**src/rtl/theta_agg_pkg.sv**
```systemverilog
package theta_agg_pkg;

    localparam int DEF_NODES   = 8;
    localparam int DEF_TIMER_W = 16;
    localparam int DEF_THETA_W = 12;

    typedef enum logic {
        PH_IDLE  = 1'b0,
        PH_ARMED = 1'b1
    } frame_phase_e;

    typedef struct packed {
        logic open;
        logic seen;
    } slot_flags_t;

endpackage

```
**src/rtl/rise_detect.sv**
```systemverilog
module rise_detect (
    input  logic clk,
    input  logic rst,
    input  logic level_i,
    output logic rise_o
);
    logic prev_q;

    always_ff @(posedge clk) begin
        if (rst) prev_q <= 1'b0;
        else     prev_q <= level_i;
    end

    assign rise_o = level_i & ~prev_q;
endmodule

```
**src/rtl/delay_table.sv**
```systemverilog
module delay_table
    import theta_agg_pkg::*;
#(
    parameter int NODES   = DEF_NODES,
    parameter int TIMER_W = DEF_TIMER_W,
    localparam int IW     = $clog2(NODES)
) (
    input  logic                       clk,
    input  logic                       rst,
    input  logic [TIMER_W-1:0]         timer_i,
    input  logic [TIMER_W-1:0]         sched_i,
    input  logic                       slot_open_i,
    input  logic [IW-1:0]              slot_idx_i,
    input  logic                       frame_open_i,
    input  logic                       rx_rise_i,
    input  logic [IW-1:0]              rd_idx_i,
    output logic signed [TIMER_W-1:0]  rd_delay_o,
    output logic                       rd_ok_o
);
    slot_flags_t              flags_q;
    logic [IW-1:0]            cur_idx_q;
    logic [TIMER_W-1:0]       cur_sched_q;
    logic signed [TIMER_W-1:0] delay_q [NODES];
    logic [NODES-1:0]         ok_q;
    logic                     capture;
    logic signed [TIMER_W-1:0] delta;

    assign capture = rx_rise_i & flags_q.open & ~flags_q.seen & ~slot_open_i;
    assign delta   = signed'(timer_i - cur_sched_q);

    always_ff @(posedge clk) begin
        if (rst) begin
            flags_q     <= '0;
            cur_idx_q   <= '0;
            cur_sched_q <= '0;
        end else if (slot_open_i) begin
            flags_q     <= '{open: 1'b1, seen: 1'b0};
            cur_idx_q   <= slot_idx_i;
            cur_sched_q <= sched_i;
        end else if (frame_open_i) begin
            flags_q.open <= 1'b0;
        end else if (capture) begin
            flags_q.seen <= 1'b1;
        end
    end

    for (genvar k = 0; k < NODES; k++) begin : g_entry
        always_ff @(posedge clk) begin
            if (rst) begin
                delay_q[k] <= '0;
                ok_q[k]    <= 1'b0;
            end else if (slot_open_i && slot_idx_i == IW'(k)) begin
                ok_q[k]    <= 1'b0;
            end else if (capture && cur_idx_q == IW'(k)) begin
                delay_q[k] <= delta;
                ok_q[k]    <= 1'b1;
            end
        end
    end

    assign rd_delay_o = delay_q[rd_idx_i];
    assign rd_ok_o    = ok_q[rd_idx_i];

    // a freshly opened slot reads as invalid on the following cycle
    assert_open_clears_R3: assert property (@(posedge clk) disable iff (rst)
        (slot_open_i && ({1'b0, slot_idx_i} < NODES[IW:0])) |=> !ok_q[$past(slot_idx_i)]);

    // an accepted first edge leaves the owning entry valid
    assert_edge_sets_R2: assert property (@(posedge clk) disable iff (rst)
        (capture && ({1'b0, cur_idx_q} < NODES[IW:0])) |=> ok_q[$past(cur_idx_q)]);
endmodule

```
**src/rtl/theta_stream.sv**
```systemverilog
module theta_stream
    import theta_agg_pkg::*;
#(
    parameter int NODES   = DEF_NODES,
    parameter int TIMER_W = DEF_TIMER_W,
    parameter int THETA_W = DEF_THETA_W,
    localparam int IW     = $clog2(NODES),
    localparam int SW     = TIMER_W + 1
) (
    input  logic                       clk,
    input  logic                       rst,
    input  logic                       start_i,
    input  logic signed [TIMER_W-1:0]  tx_delay_i,
    output logic [IW-1:0]              rd_idx_o,
    input  logic signed [TIMER_W-1:0]  rd_delay_i,
    input  logic                       rd_ok_i,
    output logic                       out_valid_o,
    input  logic                       out_ready_i,
    output logic [IW-1:0]              out_idx_o,
    output logic signed [THETA_W-1:0]  out_theta_o,
    output logic                       out_ok_o
);
    localparam int HI = (1 <<< (THETA_W - 1)) - 1;
    localparam int LO = -(1 <<< (THETA_W - 1));
    localparam logic signed [SW-1:0] HI_S = SW'(HI);
    localparam logic signed [SW-1:0] LO_S = SW'(LO);

    logic                      sending_q;
    logic [IW-1:0]             idx_q;
    logic signed [TIMER_W-1:0] txd_q;
    logic signed [SW-1:0]      sum;

    always_ff @(posedge clk) begin
        if (rst) begin
            sending_q <= 1'b0;
            idx_q     <= '0;
            txd_q     <= '0;
        end else if (!sending_q && start_i) begin
            sending_q <= 1'b1;
            idx_q     <= '0;
            txd_q     <= tx_delay_i;
        end else if (sending_q && out_ready_i) begin
            if (idx_q == IW'(NODES - 1)) sending_q <= 1'b0;
            else                         idx_q     <= idx_q + 1'b1;
        end
    end

    always_comb begin
        sum = signed'({rd_delay_i[TIMER_W-1], rd_delay_i}) +
              signed'({txd_q[TIMER_W-1], txd_q});
        if (sum > HI_S)      out_theta_o = THETA_W'(HI);
        else if (sum < LO_S) out_theta_o = THETA_W'(LO);
        else                 out_theta_o = THETA_W'(sum);
    end

    assign rd_idx_o    = idx_q;
    assign out_idx_o   = idx_q;
    assign out_valid_o = sending_q;
    assign out_ok_o    = rd_ok_i;

    // stalled entry holds
    assert_stall_hold_R7: assert property (@(posedge clk) disable iff (rst)
        (out_valid_o && !out_ready_i) |=>
            (out_valid_o && $stable(out_idx_o) && $stable(out_theta_o) && $stable(out_ok_o)));

    // every stream begins at slot 0
    assert_first_idx_R6: assert property (@(posedge clk) disable iff (rst)
        $rose(out_valid_o) |-> (out_idx_o == '0));

    // accepting the last slot ends the stream
    assert_last_ends_R6: assert property (@(posedge clk) disable iff (rst)
        (out_valid_o && out_ready_i && out_idx_o == IW'(NODES - 1)) |=> !out_valid_o);

    // no stream appears without a start request
    assert_no_spurious_R8: assert property (@(posedge clk) disable iff (rst)
        (!out_valid_o && !start_i) |=> !out_valid_o);
endmodule

```
**src/rtl/theta_agg.sv**
```systemverilog
module theta_agg
    import theta_agg_pkg::*;
#(
    parameter int NODES   = DEF_NODES,
    parameter int TIMER_W = DEF_TIMER_W,
    parameter int THETA_W = DEF_THETA_W,
    localparam int IW     = $clog2(NODES)
) (
    input  logic                      clk,
    input  logic                      rst,
    input  logic [TIMER_W-1:0]        timer_i,
    input  logic [TIMER_W-1:0]        sched_tick_i,
    input  logic                      slot_open_i,
    input  logic [IW-1:0]             slot_idx_i,
    input  logic                      frame_open_i,
    input  logic                      rx_first_i,
    input  logic                      tx_first_i,
    output logic                      out_valid_o,
    input  logic                      out_ready_i,
    output logic [IW-1:0]             out_idx_o,
    output logic signed [THETA_W-1:0] out_theta_o,
    output logic                      out_ok_o
);
    logic                      rx_rise, tx_rise, start;
    frame_phase_e              phase_q;
    logic [TIMER_W-1:0]        tm_q;
    logic signed [TIMER_W-1:0] tx_delta;
    logic [IW-1:0]             rd_idx;
    logic signed [TIMER_W-1:0] rd_delay;
    logic                      rd_ok;

    rise_detect u_rx_edge (.clk(clk), .rst(rst), .level_i(rx_first_i), .rise_o(rx_rise));
    rise_detect u_tx_edge (.clk(clk), .rst(rst), .level_i(tx_first_i), .rise_o(tx_rise));

    assign start    = tx_rise && (phase_q == PH_ARMED) && !out_valid_o;
    assign tx_delta = signed'(timer_i - tm_q);

    always_ff @(posedge clk) begin
        if (rst) begin
            phase_q <= PH_IDLE;
            tm_q    <= '0;
        end else if (frame_open_i) begin
            phase_q <= PH_ARMED;
            tm_q    <= sched_tick_i;
        end else if (start) begin
            phase_q <= PH_IDLE;
        end
    end

    delay_table #(.NODES(NODES), .TIMER_W(TIMER_W)) u_table (
        .clk(clk), .rst(rst), .timer_i(timer_i), .sched_i(sched_tick_i),
        .slot_open_i(slot_open_i), .slot_idx_i(slot_idx_i),
        .frame_open_i(frame_open_i), .rx_rise_i(rx_rise),
        .rd_idx_i(rd_idx), .rd_delay_o(rd_delay), .rd_ok_o(rd_ok)
    );

    theta_stream #(.NODES(NODES), .TIMER_W(TIMER_W), .THETA_W(THETA_W)) u_stream (
        .clk(clk), .rst(rst), .start_i(start), .tx_delay_i(tx_delta),
        .rd_idx_o(rd_idx), .rd_delay_i(rd_delay), .rd_ok_i(rd_ok),
        .out_valid_o(out_valid_o), .out_ready_i(out_ready_i),
        .out_idx_o(out_idx_o), .out_theta_o(out_theta_o), .out_ok_o(out_ok_o)
    );

    // a transmit edge in the armed phase leaves the block streaming
    assert_tx_starts_R4: assert property (@(posedge clk) disable iff (rst)
        (tx_rise && phase_q == PH_ARMED && !frame_open_i) |=> out_valid_o);
endmodule

```
**config.mk**
```make
export PLATFORM = sky130hd
export DESIGN_NAME = theta_agg
export DESIGN_NICKNAME = d
export VERILOG_FILES = /design/src/rtl/theta_agg_pkg.sv /design/src/rtl/rise_detect.sv /design/src/rtl/delay_table.sv /design/src/rtl/theta_stream.sv /design/src/rtl/theta_agg.sv
export SDC_FILE = /design/constraint.sdc
export NUM_CORES = 1
export LEC_CHECK = 0
export ABC_AREA = 0
export BUFFER_PORTS_ARGS = -buffer_cell sky130_fd_sc_hd__buf_2
export CORE_ASPECT_RATIO = 1.25
export CORE_MARGIN = 5
export CORE_UTILIZATION = 65
export CTS_CLUSTER_SIZE = 25
export DETAILED_ROUTE_END_ITERATION = 6
export GPL_ROUTABILITY_DRIVEN = 0
export PLACE_DENSITY = 0.84
export SYNTH_ARGS = -nofsm -noshare
export SYNTH_HDL_FRONTEND = slang
export SYNTH_SLANG_ARGS = --single-unit
```
**constraint.sdc**
```tcl
create_clock -name clk -period 13.38 [get_ports clk]
set_input_delay 2.676 -clock clk [delete_from_list [all_inputs] [get_ports clk]]
set_output_delay 2.676 -clock clk [all_outputs]
set_load 0.01 [all_outputs]
```
Word level (Yosys, flattened, before mapping). Memory sizes are Yosys's and may differ from the RTL's. A register that Yosys moved wholly into a read port is not among the register bits. Index checks and enable logic that the tools add are counted. Widths: inputs -> output; s select.

Memories: 1. Output and inout bits: 17. Logic and storage cells: 158. Bits in writable memories: 128. Register bits after elaboration: 68. Bits of input ports: 42.

Bitwise operators: 19. Mux-type cells: 57. Equality and inequality tests: 15. Magnitude comparators: 3. Add/sub/neg operators: 4. Reductions and logical operators: 40.

Memory list: u_table.delay_q (words 8, width 16, read ports 1, clocked after memory_dff 1, write ports 8, RTL line delay_table.sv:23) `logic signed [TIMER_W-1:0] delay_q [NODES];`.

Operators with widths (count): $mux 16 (8); $mux 1 (43); $sub 16x16->16 (2); $eq 3x3->1 const B (9); $mux 12 (2); $logic_and 1x1->1 (20); $reduce_or 2->1 (10); $add 16x16->17 (1); $gt 17x12->1 const B (1); $lt 17x12->1 const B (1); $eq 3x2->1 const B (4); $or 1x1->1 (8); $reduce_bool 2->1 (4); $eq 3x1->1 const B (2); $logic_not 3->1 (2); $mux 3 (2); $not 1->1 (6); $reduce_and 2->1 (3); $and 1x1->1 (5); $lt 3x4->1 const B (1); $add 3x1->3 const B (1); $bmux 1 s3 (1); $mux 2 (1); $logic_not 1->1 (1).

Logic depth before layout (Yosys ltp). Gate-level depths: netlist of the first run.

Depth in word-level cells: 11. Gate-level depth with buffers: 15. Gate-level depth less buffers: 12.

Hierarchy. From an unflattened synthesis of the first run, not the netlist that was laid out.

Cells, all modules: 983. Area, all modules: 10749.1 um^2.

By module, submodules not included: delay_table (cells an instance 568, area an instance 7428.4 um^2, instances 1, seq. area each 4424.2 um^2); theta_stream (cells an instance 221, area an instance 1751.7 um^2, instances 1, seq. area each 400.4 um^2); theta_agg (cells an instance 188, area an instance 1473.9 um^2, instances 1, seq. area each 340.3 um^2); rise_detect (cells an instance 3, area an instance 47.5 um^2, instances 2, seq. area each 20.0 um^2).

Worst setup path after synthesis of the first run. OpenSTA, ideal clock, no wires.

Path kind: reg-to-output. From: reg (tool-made name). To: out out_theta_o[1]. Slack: 6.849 ns. Cell stages (with the launch flop): 16. Buffers on the path: 3. Required time: 10.704 ns. Arrival time: 3.855 ns. Cell sequence: dfxtp_1 > clkbuf_1 > buf_2 > mux4_2 > mux2_2 > ha_1 > fa_1 > a211oi_1 > o211ai_2 > nand2_1 > o211ai_2 > a22o_1 > o22ai_1 > o31ai_1 > buf_4 > a21o_1.

RTL lines: to (decl) (RTL line theta_agg.sv:21) `output logic signed [THETA_W-1:0] out_theta_o,`.

==> results by group, run 1 <==
Status
  – Outcome: finished, final reports clean

STA
  – Slew Viols, Final: 0
  – Setup TNS: 0 ps
  – Skew final: 7.439 ps
  – Final Hold Fails: 0
  – Final setup viols: 0
  – FMAX: 128.5 MHz
  – Fin Hold WS: 484.4 ps
  – Relative slew slack: 25.47%
  – Slew @ Worst Pin: 1118 ps
  – Crit share post-route: 58.16%
  – Setup slack after layout: 5599 ps
  – Unrepaired setup endpoints after global routing: false
  – Minimum clock period: 7781 ps

Critical path
  – Most frequent CP cell: o211ai_2
  – Slowest stage cell, crit path: o31ai_1
  – Critical Path End Type: primary output
  – R2r endpoint: u_table.delay_q[2][13]
  – RR Startpoint: u_table.cur_sched_q[1]
  – Max FO, Critical Path: 32
  – Startpoint class of the critical path: register
  – Required time of the critical path: 10700 ps
  – Worst setup path class: reg2out
  – Cell family with most CP delay: compound AO/OA/AOI/OAI gates
  – Flop2flop setup slack: 10270 ps
  – Arrival time at the worst endpoint: 5110 ps
  – Worst R2R Path Depth: 10
  – Buf/Inv on CP: 2
  – Worst-path cell chain: buf_4, mux4_2, mux2_2, ha_1, fa_1, a211oi_1, o211ai_2, nand2_1, o211ai_2, a31oi_1, xor2_1, o31ai_1, a21o_1, buf_2
  – Slowest cell delay on critical path: 920 ps

Synth
  – Post-synth top area cell: edfxtp_1
  – Post-synth top cells: 203 x nor2_1, 128 x edfxtp_1, 71 x dfxtp_1, 48 x ha_1, 42 x a21oi_1
  – Mapped Area: 10360 sq um
  – Synth async-reset ratio: 0%
  – Synthesized net count: 1021
  – Register area share after synthesis: 50.82%
  – Synth area leaders: edfxtp_1 37%, dfxtp_1 14%, mux4_2 7.4%
  – Average cell area after synthesis: 11.16 sq um
  – #FFs+latches synth: 199
  – Yosys warns: 0
  – Synth unique cells: 62
  – Synth top area share: 37.10%
  – Cells after Synth: 928
  – Most common cell in the netlist: nor2_1
  – Synth Flop Type: edfxtp_1
  – Post-synth EDFFs: 128

Floorplanning
  – Row count: 51
  – Core area: 15630 sq um
  – Die area: 18580 sq um
  – IO Pins: 59
  – Chip Height: 151.2 microns
  – Starting Density: 66.27%
  – Die Wd: 122.9 microns

Finish
  – Diode count: 0
  – Final-stage net count: 1054
  – Area growth syn-to-layout: 9.565%
  – Fillcell total: 1031
  – Layout cells sized above 1: 17.04%
  – Final Cell Area: 11350 sq um

Clocking
  – CTS resizes: 0
  – Reg clk slew, reported paths: 70 ps
  – # H-tree levels: 4
  – Setup bufs post-CTS: 0
  – Clock Latency Late Sink: 430 ps
  – Hold_buf cts: 0
  – Clock Sinks: 199
  – Total CTS buffers: 17
  – Clk buf depth: 2
  – TritonCTS clock tree: yes
  – CTS Root Buffer Type: clkbuf_16

Drt
  – Initial DRT Pass Iterations: 6
  – Avg Vias per Cell: 6.041
  – ANT nets after route: 0
  – Avg WL per Cell: 18.98 microns
  – Vias: 7165
  – Total Routed Length: 22.51 mm
  – # DRC: 0
  – DRT iter0 DRCs: 603

Global routing
  – All-Layer GR Usage: 25.55%
  – Vias in the first global route: 7081
  – Initial antenna violation count: 0
  – First-pass GRT wire length: 36.23 mm
  – Largest net degree at the start of global routing: 85
  – Total gr overflow: 0

Hold path
  – Hold crit path type: reg2reg
  – Worst Hold Path Cells: 2
  – Hold EP: u_table.ok_q[6]
  – HP Start: u_table.ok_q[6]

Flow run
  – Max-cap violations: 0

Pwr
  – PwrDens: 123.9 nW/um^2
  – VDD IR max: 0.09361 mV
  – Static Leakage: 4.546 nW

Place
  – HPWL after DPL: 15.20 mm
  – Dpl ws: 5981 ps
  – IO buf count: 58
  – DP Area: 10760 sq um
==> kinds of logic (layout without fill, tap and decap cells) <==
| kind of cell | Yosys count | in the layout | share of synthesized area, % |
|---|---|---|---|
| compound gates | 141 | 141 | 9.432 |
| fa+ha+maj | 51 | 51 | 6.377 |
| mux | 90 | 90 | 13.01 |
| flops | 199 | 199 | 50.82 |
| simple gates | 322 | 322 | 13.80 |
| xor+xnor | 36 | 36 | 3.116 |
| buf+inv | 89 | 135 | 3.442 |
==> routing by layer <==
layer,up-vias,share of wire [%],track usage [%],wire length [microns]
li1,3408,-,-,-
met2,295,51,43.83,11370
met4,0,1.6,6.387,369
met1,3430,40,33.72,8894
met3,32,8.3,4.744,1873
met5,-,0,0,0
==> sequential cells by signal (all words and copies together), names as in the netlist, named ones only <==
signal and cells:
phase_q 1, tm_q 16, u_rx_edge.prev_q 1, u_stream.out_idx_o 3, u_stream.out_valid_o 1, u_stream.txd_q 16
u_table.cur_idx_q 3, u_table.cur_sched_q 16, u_table.delay_q 128, u_table.flags_q 2, u_table.ok_q 8, u_tx_edge.prev_q 1
==> stage by stage <==
stage / util (%) / instances / total power (W)
2_1_floorplan: - / 928 / 0.0008536
3_5_place_dp: 68.84 / 1154 / 0.0009111
6_report: 72.61 / 1186 / 0.001406
4_1_cts: 72.61 / 1186 / 0.001409
5_1_grt: 72.61 / 1186 / 0.001465
3_3_place_gp: 68.84 / 1154 / 0.0009058
==> worst min-delay path, delay by kind of cell (launching register included) <==
family / cells / cell delay [ps]
buffers and inverters: 1 / 50
flip-flops: 1 / 310
AO/OA/AOI/OAI: 1 / 70
==> worst max path at each step <==
stage,startpoint,end,cells after the start
final,register,out_theta_o[0],14
after global routing,register,out_theta_o[0],14
after CTS,register,out_theta_o[0],14
after detailed placement,register,out_theta_o[0],14
after global placement,register,out_theta_o[0],14
after floorplan,register,out_theta_o[1],15
==> report_power, final <==
part | internal [W] | switching (W)
clock network | 0.000265 | 0.000241
logic | 0.0000830 | 0.000128
registers | 0.000676 | 0.0000130
==> layout by cell type, fill, tap and decap left out, types with 3 or more instances in the layout <==
cell / instances
nor2_1: 203
edfxtp_1: 128
dfxtp_1: 70
buf_2: 58
ha_1: 48
a21oi_1: 42
inv_1: 40
mux2i_1: 39
mux4_2: 34
nand2_1: 32
a21o_1: 20
xor2_1: 20
nor3_1: 18
mux2_2: 17
clkbuf_16: 17
xnor2_1: 15
nand2b_1: 14
o21ai_0: 13
o21a_1: 11
a211oi_1: 9
nor2b_1: 9
or2_2: 8
nand3_1: 7
or3_1: 7
and2_1: 5
o21ai_1: 5
nand3b_1: 5
buf_4: 5
o211ai_1: 4
a31oi_1: 4
and3_1: 4
a22o_1: 4
a311oi_1: 4
clkinv_4: 4
inv_6: 4
o21bai_1: 3
fa_1: 3
inv_8: 3
==> cell type report <==
cell class / count / area, sq um / share of cell area [%]
multi-input cells: 640 / 4753 / 41.88
clock inverters: 15 / 162.7 / 1.433
flip-flops and latches: 199 / 5266 / 46.40
clock buffers: 17 / 425.4 / 3.748
well taps: 212 / 265.3 / 2.337
inverters: 40 / 150.1 / 1.323
repair buffers: 63 / 327.8 / 2.888
(Power assumes the default switching activity.)
==> run 2: changes to the inputs <==
--- a/config.mk
+++ b/config.mk
@@ -9,11 +9,11 @@
 export BUFFER_PORTS_ARGS = -buffer_cell sky130_fd_sc_hd__buf_2
 export CORE_ASPECT_RATIO = 1.25
 export CORE_MARGIN = 5
-export CORE_UTILIZATION = 65
+export CORE_UTILIZATION = 56
 export CTS_CLUSTER_SIZE = 25
 export DETAILED_ROUTE_END_ITERATION = 6
 export GPL_ROUTABILITY_DRIVEN = 0
-export PLACE_DENSITY = 0.84
+export PLACE_DENSITY = 0.77
 export SYNTH_ARGS = -nofsm -noshare
 export SYNTH_HDL_FRONTEND = slang
 export SYNTH_SLANG_ARGS = --single-unit
==> constraint.sdc (replaced) <==
create_clock -name clk -period 6.4 [get_ports clk]
set_input_delay 1.28 -clock clk [delete_from_list [all_inputs] [get_ports clk]]
set_output_delay 1.28 -clock clk [all_outputs]
set_load 0.01 [all_outputs]
==> run 2 against run 1 <==
  * Via count shrank 2.9%
  * Combinational power increased by 110%
  * Largest cell class unchanged
  * Critical path type unchanged
  * Die area increased by 15%
  * Non-clock buffer count up 1
  * Register-to-register slack lost 7000 ps
  * Clock power is 96% higher
==> results by group, run 2 (synthesized netlist as in run 1, its figures left out) <==
Clocking
  – Clock Sinks: 199
  – Clock Latency Late Sink: 430 ps
  – CTS Root Buffer Type: clkbuf_16
  – Total CTS buffers: 17
  – Clk buf depth: 2
  – Reg clk slew, reported paths: 70 ps
  – TritonCTS clock tree: yes
  – # H-tree levels: 4

Finish
  – Diode count: 0
  – Layout cells sized above 1: 16.65%
  – Commonest non-fill, non-tap cells in the layout: 203 x nor2_1, 128 x edfxtp_1, 70 x dfxtp_1
  – Reg with most FFs: u_table.delay_q
  – Area growth syn-to-layout: 9.372%
  – Final-stage net count: 1055
  – Most common cell after layout, fill and taps aside: nor2_1
  – Largest register FFs: 128

Critical path
  – Max FO, Critical Path: 17
  – Worst Setup EP: out_theta_o[9]
  – Critical Path End Type: primary output
  – Worst R2R Path Depth: 10
  – Startpoint class of the critical path: register
  – Flop2flop setup slack: 3290 ps
  – RR Startpoint: u_table.cur_sched_q[1]
  – Worst setup path class: reg2out
  – Arrival time at the worst endpoint: 4590 ps
  – R2r endpoint: u_table.delay_q[3][13]
  – Required time of the critical path: 5120 ps

Floorplanning
  – Core area: 18170 sq um
  – Starting Density: 57.02%
  – Row count: 55
  – Chip Height: 162.1 microns
  – IO Pins: 59
  – Die Wd: 131.7 microns
  – Die area: 21340 sq um

Place
  – HPWL after DPL: 15.45 mm
  – IO buf count: 58

Global routing
  – First-pass GRT wire length: 36.11 mm
  – Total gr overflow: 0
  – Vias in the first global route: 6934
  – All-Layer GR Usage: 21.36%
  – Largest net degree at the start of global routing: 47
  – Initial antenna violation count: 0

Pwr
  – PwrDens: 253.6 nW/um^2
  – VDD IR max: 0.1878 mV
  – Total power: 0.002874 W
  – Static Leakage: 4.520 nW

Drt
  – # DRC: 0
  – DRT iter0 DRCs: 473
  – Initial DRT Pass Iterations: 5
  – Avg Vias per Cell: 5.792
  – ANT nets after route: 0
  – Total Routed Length: 22.27 mm
  – Vias: 6956
  – Avg WL per Cell: 18.54 microns

STA
  – Crit share post-route: 91.65%
  – Relative slew slack: 23.24%
  – Skew final: 6.782 ps
  – Slew Viols, Final: 0
  – Slew @ Worst Pin: 1150 ps
  – Final setup viols: 0
  – Final Hold Fails: 0
  – FMAX: 170.5 MHz
  – Setup TNS: 0 ps
  – Minimum clock period: 5866 ps
  – Unrepaired setup endpoints after global routing: false

Hold path
  – Hold crit path type: reg2reg

Flow run
  – Max-cap violations: 0

Status
  – Outcome: finished, final reports clean
==> run 2: stage by stage <==
step	util [%]	setup WS (ps)	cell area [sq um]	hold slack, ps	instances
2_1_floorplan	-	1265	10360	436.2	928
3_3_place_gp	59.39	751.3	10790	464.0	1171
3_5_place_dp	59.39	611.8	10790	466.7	1171
4_1_cts	62.34	127.9	11330	475.7	1201
5_1_grt	62.37	194.1	11330	517.1	1201
6_report	62.37	534.3	11330	473.1	1201
==> run 2: cell type report <==
class	count	area (sq um)
Tap cell	228	285.3
Clock inverter	10	98.84
Inverter	40	150.1
Sequential cell	199	5266
Timing Repair Buffer	64	335.3
Clock buffer	20	436.7
Fill cell	1436	6837
Multi-Input combinational cell	640	4758
==> run 2: worst min-delay path by stage <==
| stage | from | endpoint | slack (ps) | cells past startpoint |
|---|---|---|---|---|
| floorplan | u_stream.txd_q[3] | u_stream.txd_q[3] | 440 | 2 |
| global placement | u_table.ok_q[6] | u_table.ok_q[6] | 460 | 2 |
| detailed placement | u_table.ok_q[6] | u_table.ok_q[6] | 470 | 2 |
| CTS | u_table.ok_q[6] | u_table.ok_q[6] | 480 | 2 |
| global route | u_table.ok_q[6] | u_table.ok_q[6] | 520 | 2 |
| finish | u_table.ok_q[6] | u_table.ok_q[6] | 470 | 2 |
==> run 2: layer usage <==
layer  routed length [microns]  global-route usage (%)
met5                         0                       0
met1                      9095                   28.29
met4                       253                   4.911
met3                      1729                   3.501
met2                     11190                   37.18
==> run 2: what timing repair did <==
item | in CTS | in global routing
hold buffers | 0 | 0
setup endpoints to repair | 0 | 11
gates resized for setup | 0 | 1
hold endpoints to repair | 0 | 0
setup buffers | 0 | 0
==> run 2: power breakdown <==
| part | internal [W] | leakage, nW | switching [W] |
|---|---|---|---|
| Combinational | 0.000174 | 2.36 | 0.000268 |
| Clock | 0.000535 | 0.255 | 0.000456 |
| Sequential | 0.00141 | 1.90 | 0.0000279 |
| Total | 0.00212 | 4.52 | 0.000752 |
==> run 2: worst max-delay path, stage by stage (launching register included) <==
cell and delay (ps):
dfxtp_2 410, buf_4 350, buf_4 330, mux4_2 530, mux2_2 300, ha_1 230
a21o_1 170, a21oi_1 140, o21ai_1 130, o2111ai_1 270, and4b_1 250, nor3_2 60
a31oi_1 700, a21o_1 150, buf_2 120
==> run 3: changes to the inputs <==
--- a/config.mk
+++ b/config.mk
@@ -5,14 +5,13 @@
 export SDC_FILE = /design/constraint.sdc
 export NUM_CORES = 1
 export LEC_CHECK = 0
-export ABC_AREA = 0
 export BUFFER_PORTS_ARGS = -buffer_cell sky130_fd_sc_hd__buf_2
-export CORE_ASPECT_RATIO = 1.25
 export CORE_MARGIN = 5
 export CORE_UTILIZATION = 56
 export CTS_CLUSTER_SIZE = 25
 export DETAILED_ROUTE_END_ITERATION = 6
 export GPL_ROUTABILITY_DRIVEN = 0
+export HOLD_SLACK_MARGIN = 0.06
 export PLACE_DENSITY = 0.77
 export SYNTH_ARGS = -nofsm -noshare
 export SYNTH_HDL_FRONTEND = slang
==> run 3 against run 2 <==
  * Power increased by 4.3%
  * First-iteration DRC count increased by 56%
  * Combinational power up 2%
  * Clock skew up 2.8 ps
  * Worst setup slack better by 23 ps
  * Routed wire length increased by 3.4%
  * Hold slack improved by 9.2 ps
  * Register-to-register slack worse by 30 ps
  * Via count is 1.5% higher
  * Cell area grew 0.75%
  * Utilization up 0.75 points
  * Critical endpoint is now out_theta_o[3]
  * Sequential power about the same
  * Largest power group unchanged
==> results by group, run 3 (synthesized netlist as in run 1, its figures left out) <==
Pwr
  – Sw Ratio: 27.22%
  – Logic pwr share: 15.0%
  – Static Leakage: 4.566 nW
  – NetSw: 0.0008158 W
  – VDD IR max: 0.2029 mV
  – PwrDens: 262.5 nW/um^2
  – Internal power: 0.002181 W
  – Clk pwr share: 36.9%
  – Power share of the sequential group: 48.2%
  – Total power: 0.002997 W

Clocking
  – # H-tree levels: 4
  – Clock Latency Late Sink: 440 ps
  – TritonCTS clock tree: yes
  – Clk buf depth: 2
  – CTS resizes: 0
  – Setup bufs post-CTS: 0
  – Hold_buf cts: 0
  – CTS Root Buffer Type: clkbuf_16
  – Total CTS buffers: 17
  – Clock Sinks: 199
  – Reg clk slew, reported paths: 70 ps

Finish
  – Largest register FFs: 128
  – Final-stage net count: 1057
  – Layout cells sized above 1: 17.30%
  – Most common cell after layout, fill and taps aside: nor2_1
  – Commonest non-fill, non-tap cells in the layout: 203 x nor2_1, 128 x edfxtp_1, 70 x dfxtp_1
  – Diode count: 0
  – Reg with most FFs: u_table.delay_q
  – Final Cell Area: 11420 sq um
  – Area growth syn-to-layout: 10.19%

STA
  – Minimum clock period: 5842 ps
  – Crit share post-route: 91.28%
  – Setup slack after layout: 557.8 ps
  – Skew final: 9.607 ps
  – Slew Viols, Final: 0
  – Relative slew slack: 27.51%
  – FMAX: 171.2 MHz
  – Setup TNS: 0 ps
  – Final Hold Fails: 0
  – Final setup viols: 0
  – Slew @ Worst Pin: 1087 ps
  – Unrepaired setup endpoints after global routing: false

Floorplanning
  – Die area: 21320 sq um
  – Chip Height: 146.0 microns
  – Row count: 49
  – IO Pins: 59
  – Core area: 18090 sq um
  – Starting Density: 57.28%
  – Die Wd: 146.0 microns

Critical path
  – Worst setup path class: reg2out
  – Arrival time at the worst endpoint: 4560 ps
  – Max FO, Critical Path: 14
  – Flop2flop setup slack: 3260 ps
  – Critical Path End Type: primary output
  – Startpoint class of the critical path: register
  – Required time of the critical path: 5120 ps

Drt
  – ANT nets after route: 0
  – Vias: 7060
  – DRT iter0 DRCs: 740
  – # DRC: 0
  – Avg Vias per Cell: 5.854
  – Total Routed Length: 23.02 mm
  – Initial DRT Pass Iterations: 5
  – Avg WL per Cell: 19.09 microns

Place
  – DP Area: 10810 sq um
  – Dpl ws: 906.4 ps
  – HPWL after DPL: 16.14 mm
  – IO buf count: 58

Global routing
  – First-pass GRT wire length: 36.78 mm
  – Vias in the first global route: 6875
  – Initial antenna violation count: 0
  – Largest net degree at the start of global routing: 45
  – All-Layer GR Usage: 22.01%
  – Total gr overflow: 0

Status
  – Outcome: finished, final reports clean

Hold path
  – Hold crit path type: reg2reg

Flow run
  – Max-cap violations: 0
## run 3: cell count changes in the layout (fill, tap and decap cells not counted), sizes merged
| cell | previous run | this run |
|---|---|---|
| bufinv | 1 | 2 |
| clkbuf | 20 | 17 |
| clkinv | 4 | 3 |
| inv | 43 | 48 |
| buf | 64 | 66 |
## run 3: area by class of cell
cell class / instances / area (sq um)
inverter: 40 / 150.1
tap: 229 / 286.5
fill: 1368 / 6670
timing repair buffer: 66 / 350.3
clock buffer: 17 / 425.4
sequential: 199 / 5266
multi-input combinational: 640 / 4753
clock inverter: 15 / 183.9
## run 3: power by group through the flow
stage	clock (W)	combinational [W]	sequential, W
floorplan	0	0.000330	0.00145
global placement	0	0.000438	0.00147
detailed placement	0	0.000446	0.00147
CTS	0.00111	0.000450	0.00144
global route	0.00117	0.000498	0.00145
finish	0.00111	0.000449	0.00144
## run 3: worst max-delay path, cell delays in order, from the launching register on
cell,delay [ps]
dfxtp_2,510
buf_4,350
mux4_2,540
mux2_2,270
ha_1,350
o21ai_1,100
o21a_1,200
nor3_2,280
o2111ai_1,190
nor2_1,160
nor3_2,60
a31oi_1,820
a21o_1,150
buf_2,130
## run 3: worst paths after layout
path	from	cells after the start	endpoint
min reg2reg	u_table.ok_q[6]	2	u_table.ok_q[6]
min	u_table.ok_q[6]	2	u_table.ok_q[6]
max	register	13	out_theta_o[3]
max reg2reg	u_table.cur_sched_q[1]	10	u_table.delay_q[1][13]
## run 3: routing by layer
layer,GRT usage (%),vias to the layer above,share of wire (%)
li1,-,3404,-
met1,30.56,3376,43
met2,36.61,257,48
met3,3.657,23,8.0
met4,5.362,0,1.2
met5,0,-,0
## run 3: per-stage QoR
step | utilization [%] | cells | hold WS (ps)
floorplan | - | 928 | 436.2
global placement | 59.75 | 1174 | 458.1
detailed placement | 59.75 | 1174 | 464.3
CTS | 63.12 | 1206 | 475.4
global route | 63.12 | 1206 | 518.2
finish | 63.12 | 1206 | 482.3
